$ cat config.mk
export PLATFORM = sky130hd
export DESIGN_NAME = raster_timer
export DESIGN_NICKNAME = d
export VERILOG_FILES = /design/src/rtl/rtmr_pkg.sv /design/src/rtl/rtmr_counter.sv /design/src/rtl/rtmr_compare.sv /design/src/rtl/rtmr_irq.sv /design/src/rtl/raster_timer.sv
export SDC_FILE = /design/constraint.sdc
export NUM_CORES = 1
export LEC_CHECK = 0
export ABC_AREA = 0
export BUFFER_PORTS_ARGS = -buffer_cell sky130_fd_sc_hd__buf_2
export CORE_ASPECT_RATIO = 1.75
export CORE_MARGIN = 2
export CORE_UTILIZATION = 58
export CTS_CLUSTER_DIAMETER = 30
export DETAILED_ROUTE_END_ITERATION = 12
export PLACE_DENSITY = 0.83
export SYNTH_ARGS = -nofsm -noshare
export SYNTH_HDL_FRONTEND = slang
export SYNTH_HIERARCHICAL = 1
export SYNTH_SLANG_ARGS = --single-unit
$ cat constraint.sdc
create_clock -name clk_i -period 6.9 [get_ports clk_i]
set_input_delay 0.345 -clock clk_i [delete_from_list [all_inputs] [get_ports clk_i]]
set_output_delay 0.345 -clock clk_i [all_outputs]
set_load 0.005 [all_outputs]
$ cat src/rtl/rtmr_pkg.sv
package rtmr_pkg;
  typedef enum logic [1:0] {
    CMP_OFF = 2'b00,
    CMP_H   = 2'b01,
    CMP_V   = 2'b10,
    CMP_HV  = 2'b11
  } cmp_mode_e;
endpackage

$ cat src/rtl/rtmr_counter.sv
module rtmr_counter #(
  parameter int H_W      = 11,
  parameter int V_W      = 9,
  parameter int STEP     = 2,
  parameter int H_PERIOD = 1364,
  parameter int LINES_60 = 262,
  parameter int LINES_50 = 312
) (
  input  logic           clk_i,
  input  logic           rst_ni,
  input  logic           linear_i,
  input  logic           region_i,
  output logic [H_W-1:0] h_q_o,
  output logic [V_W-1:0] v_q_o,
  output logic [H_W-1:0] h_d_o,
  output logic [V_W-1:0] v_d_o
);
  logic [H_W-1:0] h_q;
  logic [V_W-1:0] v_q;
  logic [H_W:0]   h_sum;
  logic [V_W:0]   v_inc;
  logic [V_W:0]   lines;
  logic           line_end;

  always_comb begin
    h_sum    = {1'b0, h_q} + (H_W+1)'(STEP);
    v_inc    = {1'b0, v_q} + (V_W+1)'(1);
    lines    = region_i ? (V_W+1)'(LINES_50) : (V_W+1)'(LINES_60);
    line_end = (h_sum >= (H_W+1)'(H_PERIOD));
    if (linear_i) begin
      h_d_o = h_sum[H_W-1:0];
      v_d_o = v_q + V_W'(h_sum[H_W]);
    end else begin
      h_d_o = line_end ? '0 : h_sum[H_W-1:0];
      if (!line_end)          v_d_o = v_q;
      else if (v_inc >= lines) v_d_o = '0;
      else                     v_d_o = v_inc[V_W-1:0];
    end
  end

  always_ff @(posedge clk_i or negedge rst_ni) begin
    if (!rst_ni) begin
      h_q <= '0;
      v_q <= '0;
    end else begin
      h_q <= h_d_o;
      v_q <= v_d_o;
    end
  end

  assign h_q_o = h_q;
  assign v_q_o = v_q;
endmodule

$ cat src/rtl/rtmr_compare.sv
module rtmr_compare
  import rtmr_pkg::*;
#(
  parameter int H_W       = 11,
  parameter int V_W       = 9,
  parameter int HC_W      = 9,
  parameter int DOT_SHIFT = 2
) (
  input  logic            hen_i,
  input  logic            ven_i,
  input  logic [HC_W-1:0] hcmp_i,
  input  logic [V_W-1:0]  vcmp_i,
  input  logic [H_W-1:0]  h_d_i,
  input  logic [V_W-1:0]  v_d_i,
  output logic            match_o
);
  localparam int TW = HC_W + DOT_SHIFT;
  localparam int CW = (TW > H_W) ? TW : H_W;

  cmp_mode_e      mode;
  logic [CW-1:0]  h_tgt;
  logic           h_hit, v_hit, h_zero;

  always_comb begin
    mode   = cmp_mode_e'({ven_i, hen_i});
    h_tgt  = CW'(hcmp_i) << DOT_SHIFT;   // dots to clocks
    h_hit  = (CW'(h_d_i) == h_tgt);
    v_hit  = (v_d_i == vcmp_i);
    h_zero = (h_d_i == '0);
    unique case (mode)
      CMP_OFF: match_o = 1'b0;
      CMP_H:   match_o = h_hit;
      CMP_V:   match_o = v_hit & h_zero;
      CMP_HV:  match_o = v_hit & h_hit;
      default: match_o = 1'b0;
    endcase
  end
endmodule

$ cat src/rtl/rtmr_irq.sv
module rtmr_irq (
  input  logic clk_i,
  input  logic rst_ni,
  input  logic match_i,
  input  logic irq_en_i,
  input  logic ack_i,
  output logic flag_o,
  output logic irq_o
);
  logic flag_q, armed_q;

  always_ff @(posedge clk_i or negedge rst_ni) begin
    if (!rst_ni) begin
      flag_q  <= 1'b0;
      armed_q <= 1'b1;
    end else begin
      if (match_i)    flag_q <= 1'b1;
      else if (ack_i) flag_q <= 1'b0;
      if (match_i && irq_en_i) armed_q <= 1'b1;
      else if (ack_i)          armed_q <= 1'b0;
    end
  end

  assign flag_o = flag_q;
  assign irq_o  = flag_q & irq_en_i & armed_q;
endmodule

$ cat src/rtl/raster_timer.sv
module raster_timer #(
  parameter int H_W       = 11,
  parameter int V_W       = 9,
  parameter int HC_W      = 9,
  parameter int DOT_SHIFT = 2,
  parameter int STEP      = 2,
  parameter int H_PERIOD  = 1364,
  parameter int LINES_60  = 262,
  parameter int LINES_50  = 312
) (
  input  logic            clk_i,
  input  logic            rst_ni,
  input  logic            linear_i,
  input  logic            region_i,
  input  logic            hen_i,
  input  logic            ven_i,
  input  logic [HC_W-1:0] hcmp_i,
  input  logic [V_W-1:0]  vcmp_i,
  input  logic            irq_en_i,
  input  logic            ack_i,
  output logic [H_W-1:0]  hcount_o,
  output logic [V_W-1:0]  vcount_o,
  output logic            flag_o,
  output logic            irq_o
);
  logic [H_W-1:0] h_d;
  logic [V_W-1:0] v_d;
  logic           match_w;

  rtmr_counter #(
    .H_W(H_W), .V_W(V_W), .STEP(STEP), .H_PERIOD(H_PERIOD),
    .LINES_60(LINES_60), .LINES_50(LINES_50)
  ) u_counter (
    .clk_i   (clk_i),
    .rst_ni  (rst_ni),
    .linear_i(linear_i),
    .region_i(region_i),
    .h_q_o   (hcount_o),
    .v_q_o   (vcount_o),
    .h_d_o   (h_d),
    .v_d_o   (v_d)
  );

  // compare looks at the post-step counter values
  rtmr_compare #(
    .H_W(H_W), .V_W(V_W), .HC_W(HC_W), .DOT_SHIFT(DOT_SHIFT)
  ) u_compare (
    .hen_i  (hen_i),
    .ven_i  (ven_i),
    .hcmp_i (hcmp_i),
    .vcmp_i (vcmp_i),
    .h_d_i  (h_d),
    .v_d_i  (v_d),
    .match_o(match_w)
  );

  rtmr_irq u_irq (
    .clk_i   (clk_i),
    .rst_ni  (rst_ni),
    .match_i (match_w),
    .irq_en_i(irq_en_i),
    .ack_i   (ack_i),
    .flag_o  (flag_o),
    .irq_o   (irq_o)
  );
endmodule

After elaboration in Yosys (flattened, before gate mapping)

Cells that the tools add are included.

Multiply operators: 0
$lt $le $gt $ge: 2
Multiplexer cells: 10
$add $sub $neg: 3
Eq/ne operators: 5
Bitwise gates (word level): 4
Shift-type cells: 0
Divide/modulo/power cells: 0
Reductions and logical operators: 5

Operators by type and width:

| kind                    | count |
|---|---|
| $mux W9                 | 3 |
| $mux W11                | 2 |
| $add A11 B2 Y12 const B | 1 |
| $ge A12 B11 Y1 const B  | 1 |
| $eq A11 B11 Y1          | 1 |
| $logic_not A11 Y1       | 1 |
| $add A9 B1 Y10 const B  | 1 |
| $ge A10 B10 Y1          | 1 |
| $add A9 B1 Y9           | 1 |
| $eq A9 B9 Y1            | 1 |
| $mux W6                 | 1 |
| $and A1 B1 Y1           | 4 |
| $eq A2 B2 Y1 const B    | 2 |
| $pmux W1 S4             | 1 |
| $reduce_bool A2 Y1      | 2 |
| $mux W1                 | 3 |
| $eq A2 B1 Y1 const B    | 1 |
| $logic_not A2 Y1        | 1 |
| $logic_and A1 B1 Y1     | 1 |

Bits in registers: 22
Word-level logic and storage cells: 33
Output and inout bits: 22
Memory bits (read-only): 0
RAM bits: 0
Bits in latches: 0
Memories: 0
Bits of input ports: 26

Logic depth before layout (Yosys ltp)

Depth in word-level cells: 10
Mapped depth: 18

Hierarchy

Netlist, hierarchy kept.

By module, submodules not included:

| module       | cells an instance | area an instance (um^2) | instances |
|---|---|---|---|
| rtmr_counter | 183               | 1604.0                  | 1 |
| rtmr_compare | 31                | 241.5                   | 1 |
| rtmr_irq     | 6                 | 78.8                    | 1 |

Least setup slack after synthesis

Ideal clock, no wire load.

Kind: reg-to-reg
Start: register u_counter.v_q[4] (netlist: u_counter/v_q_o[4])
End: register u_irq.armed_q
Path buffers: 1
Period minus slack after synthesis: 3412 ps
Path slack: 3488 ps
Data arrival time: 3352 ps
Setup time: 61 ps
Stages on the path, launching flop included: 17
Path through: dfrtp_1 > clkbuf_1 > nand2_1 > nor2_1 > xor2_1 > ha_1 > nand4_1 > a21oi_1 > a2111oi_0 > a32oi_2 > or4_1 > nand3_1 > xor2_1 > nor3_1 > nand4_1 > a22oi_2 > a22o_1

Word-level cells in the longest chain between the ends: 10
Elaborated cells between the ends (all ways): 13
Classes of those cells: 2 x add/sub; 1 x order compare; 1 x eq/ne; 5 x mux; 2 x bitwise; 2 x reduce/logical

Ends and longest elaborated chain:

| element                                       | line                                   | RTL |
|---|---|---|
| from (decl)                                   | rtmr_counter.sv:19                     | `logic [V_W-1:0] v_q;` |
| from (signal assigned)                        | rtmr_counter.sv:47                     | `v_q <= v_d_o;` |
| $add A9 B1 Y10                                | rtmr_counter.sv:27                     | `v_inc = {1'b0, v_q} + (V_W+1)'(1);` |
| $ge A10 B10 Y1                                | rtmr_counter.sv:36                     | `else if (v_inc >= lines) v_d_o = '0;` |
| $mux W9                                       | rtmr_counter.sv:36                     |  |
| $mux W9                                       | rtmr_counter.sv:35                     | `if (!line_end) v_d_o = v_q;` |
| $mux W9 *                                     | rtmr_counter.sv:30                     | `if (linear_i) begin` |
| via v_d[8]                                    | raster_timer.sv:27                     | `logic [V_W-1:0] v_d;` |
| $eq A9 B9 Y1 *                                | rtmr_compare.sv:28                     | `v_hit = (v_d_i == vcmp_i);` |
| $and A1 B1 Y1, on equally long branches       | rtmr_compare.sv:34, rtmr_compare.sv:33 |  |
| $pmux W1 S4 *                                 | rtmr_compare.sv:30                     | `unique case (mode)` |
| via match_w                                   | raster_timer.sv:28                     | `logic match_w;` |
| $logic_and A1 B1 Y1 *                         | rtmr_irq.sv:19                         | `if (match_i && irq_en_i) armed_q <= 1'b1;` |
| $mux W1 or $reduce_bool A2 Y1 (tied branches) | --                                     |  |
| to (signal assigned)                          | rtmr_irq.sv:15                         | `armed_q <= 1'b1;` |
| to (signal assigned)                          | rtmr_irq.sv:19                         |  |
| to (signal assigned)                          | rtmr_irq.sv:20                         | `else if (ack_i) armed_q <= 1'b0;` |
| to (decl)                                     | rtmr_irq.sv:10                         | `logic flag_q, armed_q;` |

The timed path passes the listed nets; every way through them passes the cells marked *.
A chain may end at the register's enable or synchronous reset.

Worst setup path after layout

Start: register u_counter.v_q[2] (netlist: u_counter/v_q_o[2])
End: register u_irq.armed_q

Word-level cells in the longest chain between the ends: 10
Elaborated cells between the ends (all ways): 13
Classes of those cells: 2 x add/sub; 1 x order compare; 1 x eq/ne; 5 x mux; 2 x bitwise; 2 x reduce/logical

Ends and longest elaborated chain:

| element                                       | line |
|---|---|
| $add A9 B1 Y10 *                              | rtmr_counter.sv:27 |
| $ge A10 B10 Y1 *                              | rtmr_counter.sv:36 |
| $mux W9 *                                     | rtmr_counter.sv:36 |
| $mux W9 *                                     | rtmr_counter.sv:35 |
| $mux W9 *                                     | rtmr_counter.sv:30 |
| via v_d[0]                                    | raster_timer.sv:27 |
| $eq A9 B9 Y1 *                                | rtmr_compare.sv:28 |
| $and A1 B1 Y1, on equally long branches       | rtmr_compare.sv:34, rtmr_compare.sv:33 |
| $pmux W1 S4 *                                 | rtmr_compare.sv:30 |
| via match_w                                   | raster_timer.sv:28 |
| $logic_and A1 B1 Y1 *                         | rtmr_irq.sv:19 |
| $mux W1 or $reduce_bool A2 Y1 (tied branches) | -- |

Marked as above.

==> results.tsv <==
metric	value	unit
width of the die	47.5	um
Worst EP required	7110	ps
switching part of the total	0.475	
Post-Syn Nets	255	
CP cell instances	nand3_1 -> nor2_1 -> xor2_1 -> ha_1 -> nand4_1 -> a21oi_1 -> a2111oi_0 -> a32oi_2 -> o311ai_0 -> xor2_1 -> nor3_1 -> nand4_1 -> a22oi_2 -> a22o_1	
clock sink total	22	
vias after detailed routing	1894	
largest net degree at the start of global routing	23	
hpwl dp	4.06	mm
TNS Setup	0	ps
reg2reg end	u_irq/armed_q	
CTS Buf Count	3	
DR WL/cell	17.5	um
status	finished, final reports clean	
antenna viol nets, final	0	
Register-to-Register Path Depth	14	
Final setup viols	0	
maxcap violations	0	
initial antenna violation count	0	
clock latency on the worst-skew pair	260	ps
Clock Skew	3.08	ps
Max stage delay cell, worst path	o311ai_0	
Post-Syn Area	0.00192	mm^2
row cnt	27	
number of flops mapped to enable cells by yosys	0	
worst r2r src	u_counter/v_q_o[2]	
Psw	0.431	mW
r2r setup slk	2650	ps
clock slew at reported path FFs	80	ps
fin cells	302	
Hold-fix buffers, CTS	0	
H-tree depth	1	
Die Height	80.2	um
Synth Area per Inst	8.75	um^2
cts repair resizes	0	
internal power consumption	0.476	mW
Detailed Route WL	5.29	mm
NumNets Final	295	
Slew HR	0.469	
io pins	48	
Critical Path Max Stage Delay	690	ps
Core ar.	0.00318	mm^2
post-CTS setup buffers	0	
Initial Util	0.606	
Layout area overhead	15.1	%
Placed Instances	298	
Max Buffers Root-to-Sink	2	
Critical Path End Type	flop	
Most used DFF post-synth	dfrtp_1	
DR iter-0 viols	64	
post-route clock period utilization	0.616	
TritonCTS clock tree	built	
WP data arrival	4470	ps
Fin Hold WS	40.9	ps
Combinational Power Share	0.522	
Async SR Flop Fraction	1.00	
Max Slew Vio Count	0	
residual DRC count	0	
post-route cell area	0.00222	mm^2
vias in the first global route	1876	
crit path kind	reg -> reg	
RSZ-0062 raised after global routing	false	
most frequent cells in the layout	buf_2, nor2_1, xnor2_1, dfrtp_1, nand3_1	
Clk pwr share	0.134	
Tot GR Track Use	0.302	
Crit path max-delay family	compound AO/OA/AOI/OAI gates	
Hold Crit Class	in -> async	
commonest non-fill, non-tap cell in the layout	buf_2	
Inserted Diodes	0	
via/cell ratio	6.27	
Pwr Total	0.907	mW
synth unique cells	53	
Mapped Cells	220	
GPL Wtd Cong	0.929	
CP Buf/Inv Count	0	
DP Area	0.00214	mm^2
Period minus WS final	4250	ps
Seq/Total Area, Yosys	0.287	
Seq pwr share	0.343	
global-route wire length before repair	8.34	mm
Power Density	409	mW/mm^2
#FFs+latches synth	22	
Max IR drop VDD	0.196	mV
max frequency	235	MHz
Root Driver	clkbuf_8	
die area	0.00381	mm^2
final hold violation count	0	
Tightest Pin Transition	794	ps
Yosys warning count	6	
grt total ovfl	0	
TritonRoute pass-1 iters	4	
share of cells above drive strength 1	0.259	
Startpoint Class	flop	
port buffer count	47	
CP Max Fanout	10	
leakage	0.996	nW
==> synth_stat cells (2+ instances only) <==
library cell	n	share of area
a21o_1	2	0.0078
a21oi_1	5	0.013
a221o_1	4	0.021
a311o_1	2	0.010
a31oi_1	2	0.0065
and2_1	2	0.0065
and3_1	3	0.0098
and3_2	2	0.0078
buf_2	3	0.0078
buf_4	2	0.0078
buf_6	2	0.012
clkbuf_1	5	0.0098
dfrtp_1	21	0.27
ha_1	9	0.059
inv_1	8	0.016
nand2_1	12	0.023
nand3_1	17	0.044
nand4_1	6	0.020
nor2_1	23	0.045
nor2b_1	4	0.013
nor3_1	2	0.0052
nor4_1	6	0.020
o21ai_0	6	0.016
o22ai_1	2	0.0065
o2bb2ai_1	3	0.014
or2_2	3	0.0098
or3_1	3	0.0098
xnor2_1	21	0.096
xor2_1	16	0.073
==> worst reg2reg max path: stages, from the launching register on <==
cell	delay [ps]
dfrtp_1	540
nand3_1	290
nor2_1	320
xor2_1	190
ha_1	260
nand4_1	100
a21oi_1	50
a2111oi_0	540
a32oi_2	320
o311ai_0	690
xor2_1	200
nor3_1	220
nand4_1	140
a22oi_2	170
a22o_1	160
==> power by group through the flow <==
stage | Sequential, mW | Combinational [mW] | Clock (mW)
final | 0.311 | 0.473 | 0.122
after global routing | 0.322 | 0.519 | 0.127
after CTS | 0.308 | 0.468 | 0.122
after detailed placement | 0.311 | 0.465 | 0
after global placement | 0.309 | 0.456 | 0
after floorplan | 0.248 | 0.388 | 0
==> layout make-up <==
cell class | instances | area (um^2)
clock buffers | 3 | 41.3
multi-input cells | 177 | 1270
flip-flops and latches | 22 | 552
fillers | 292 | 960
repair buffers | 48 | 243
well taps | 43 | 53.8
clock inverters | 1 | 30.0
inverters | 8 | 30.0
==> flip-flops by register name (all words and copies together), names as in the netlist <==
signal,flops
u_counter/h_q_o,11
u_irq/flag_o,1
u_irq/armed_q,1
u_counter/v_q_o,9
==> metrics by stage <==
step	util	setup slack (ps)
2_1_floorplan	-	3490
3_3_place_gp	0.675	2870
3_5_place_dp	0.675	2840
4_1_cts	0.698	2750
5_1_grt	0.698	2330
6_report	0.698	2650
==> kinds of logic after synthesis <==
logic type | after synthesis | share of synthesized area
AND/OR/NAND/NOR | 88 | 0.241
flip-flops | 22 | 0.287
buffers and inverters | 21 | 0.0553
adder cells (fa/ha/maj) | 9 | 0.0585
multiplexers | 2 | 0.0111
XOR/XNOR | 37 | 0.168
AO/OA/AOI/OAI | 41 | 0.179
==> layer usage <==
layer  global-route usage  up-vias  wire [um]  share of wire
met5                    0        -          0              0
li1                     -      872          -              -
met2                0.527      104       2870           0.54
met4                0.184        0        319          0.060
met1                0.313      887       1820           0.34
met3               0.0449       31        281          0.053
==> worst max-delay path by stage <==
stage	startpoint	end	cells past startpoint
after floorplan	u_counter/v_q_o[4]	u_irq/armed_q	16
after global placement	u_counter/v_q_o[0]	u_irq/armed_q	13
after detailed placement	u_counter/v_q_o[2]	u_irq/armed_q	14
after CTS	u_counter/v_q_o[2]	u_irq/armed_q	14
after global routing	u_counter/v_q_o[2]	u_irq/armed_q	14
final	u_counter/v_q_o[2]	u_irq/armed_q	14
No activity file was read; power rests on OpenSTA's default activity.
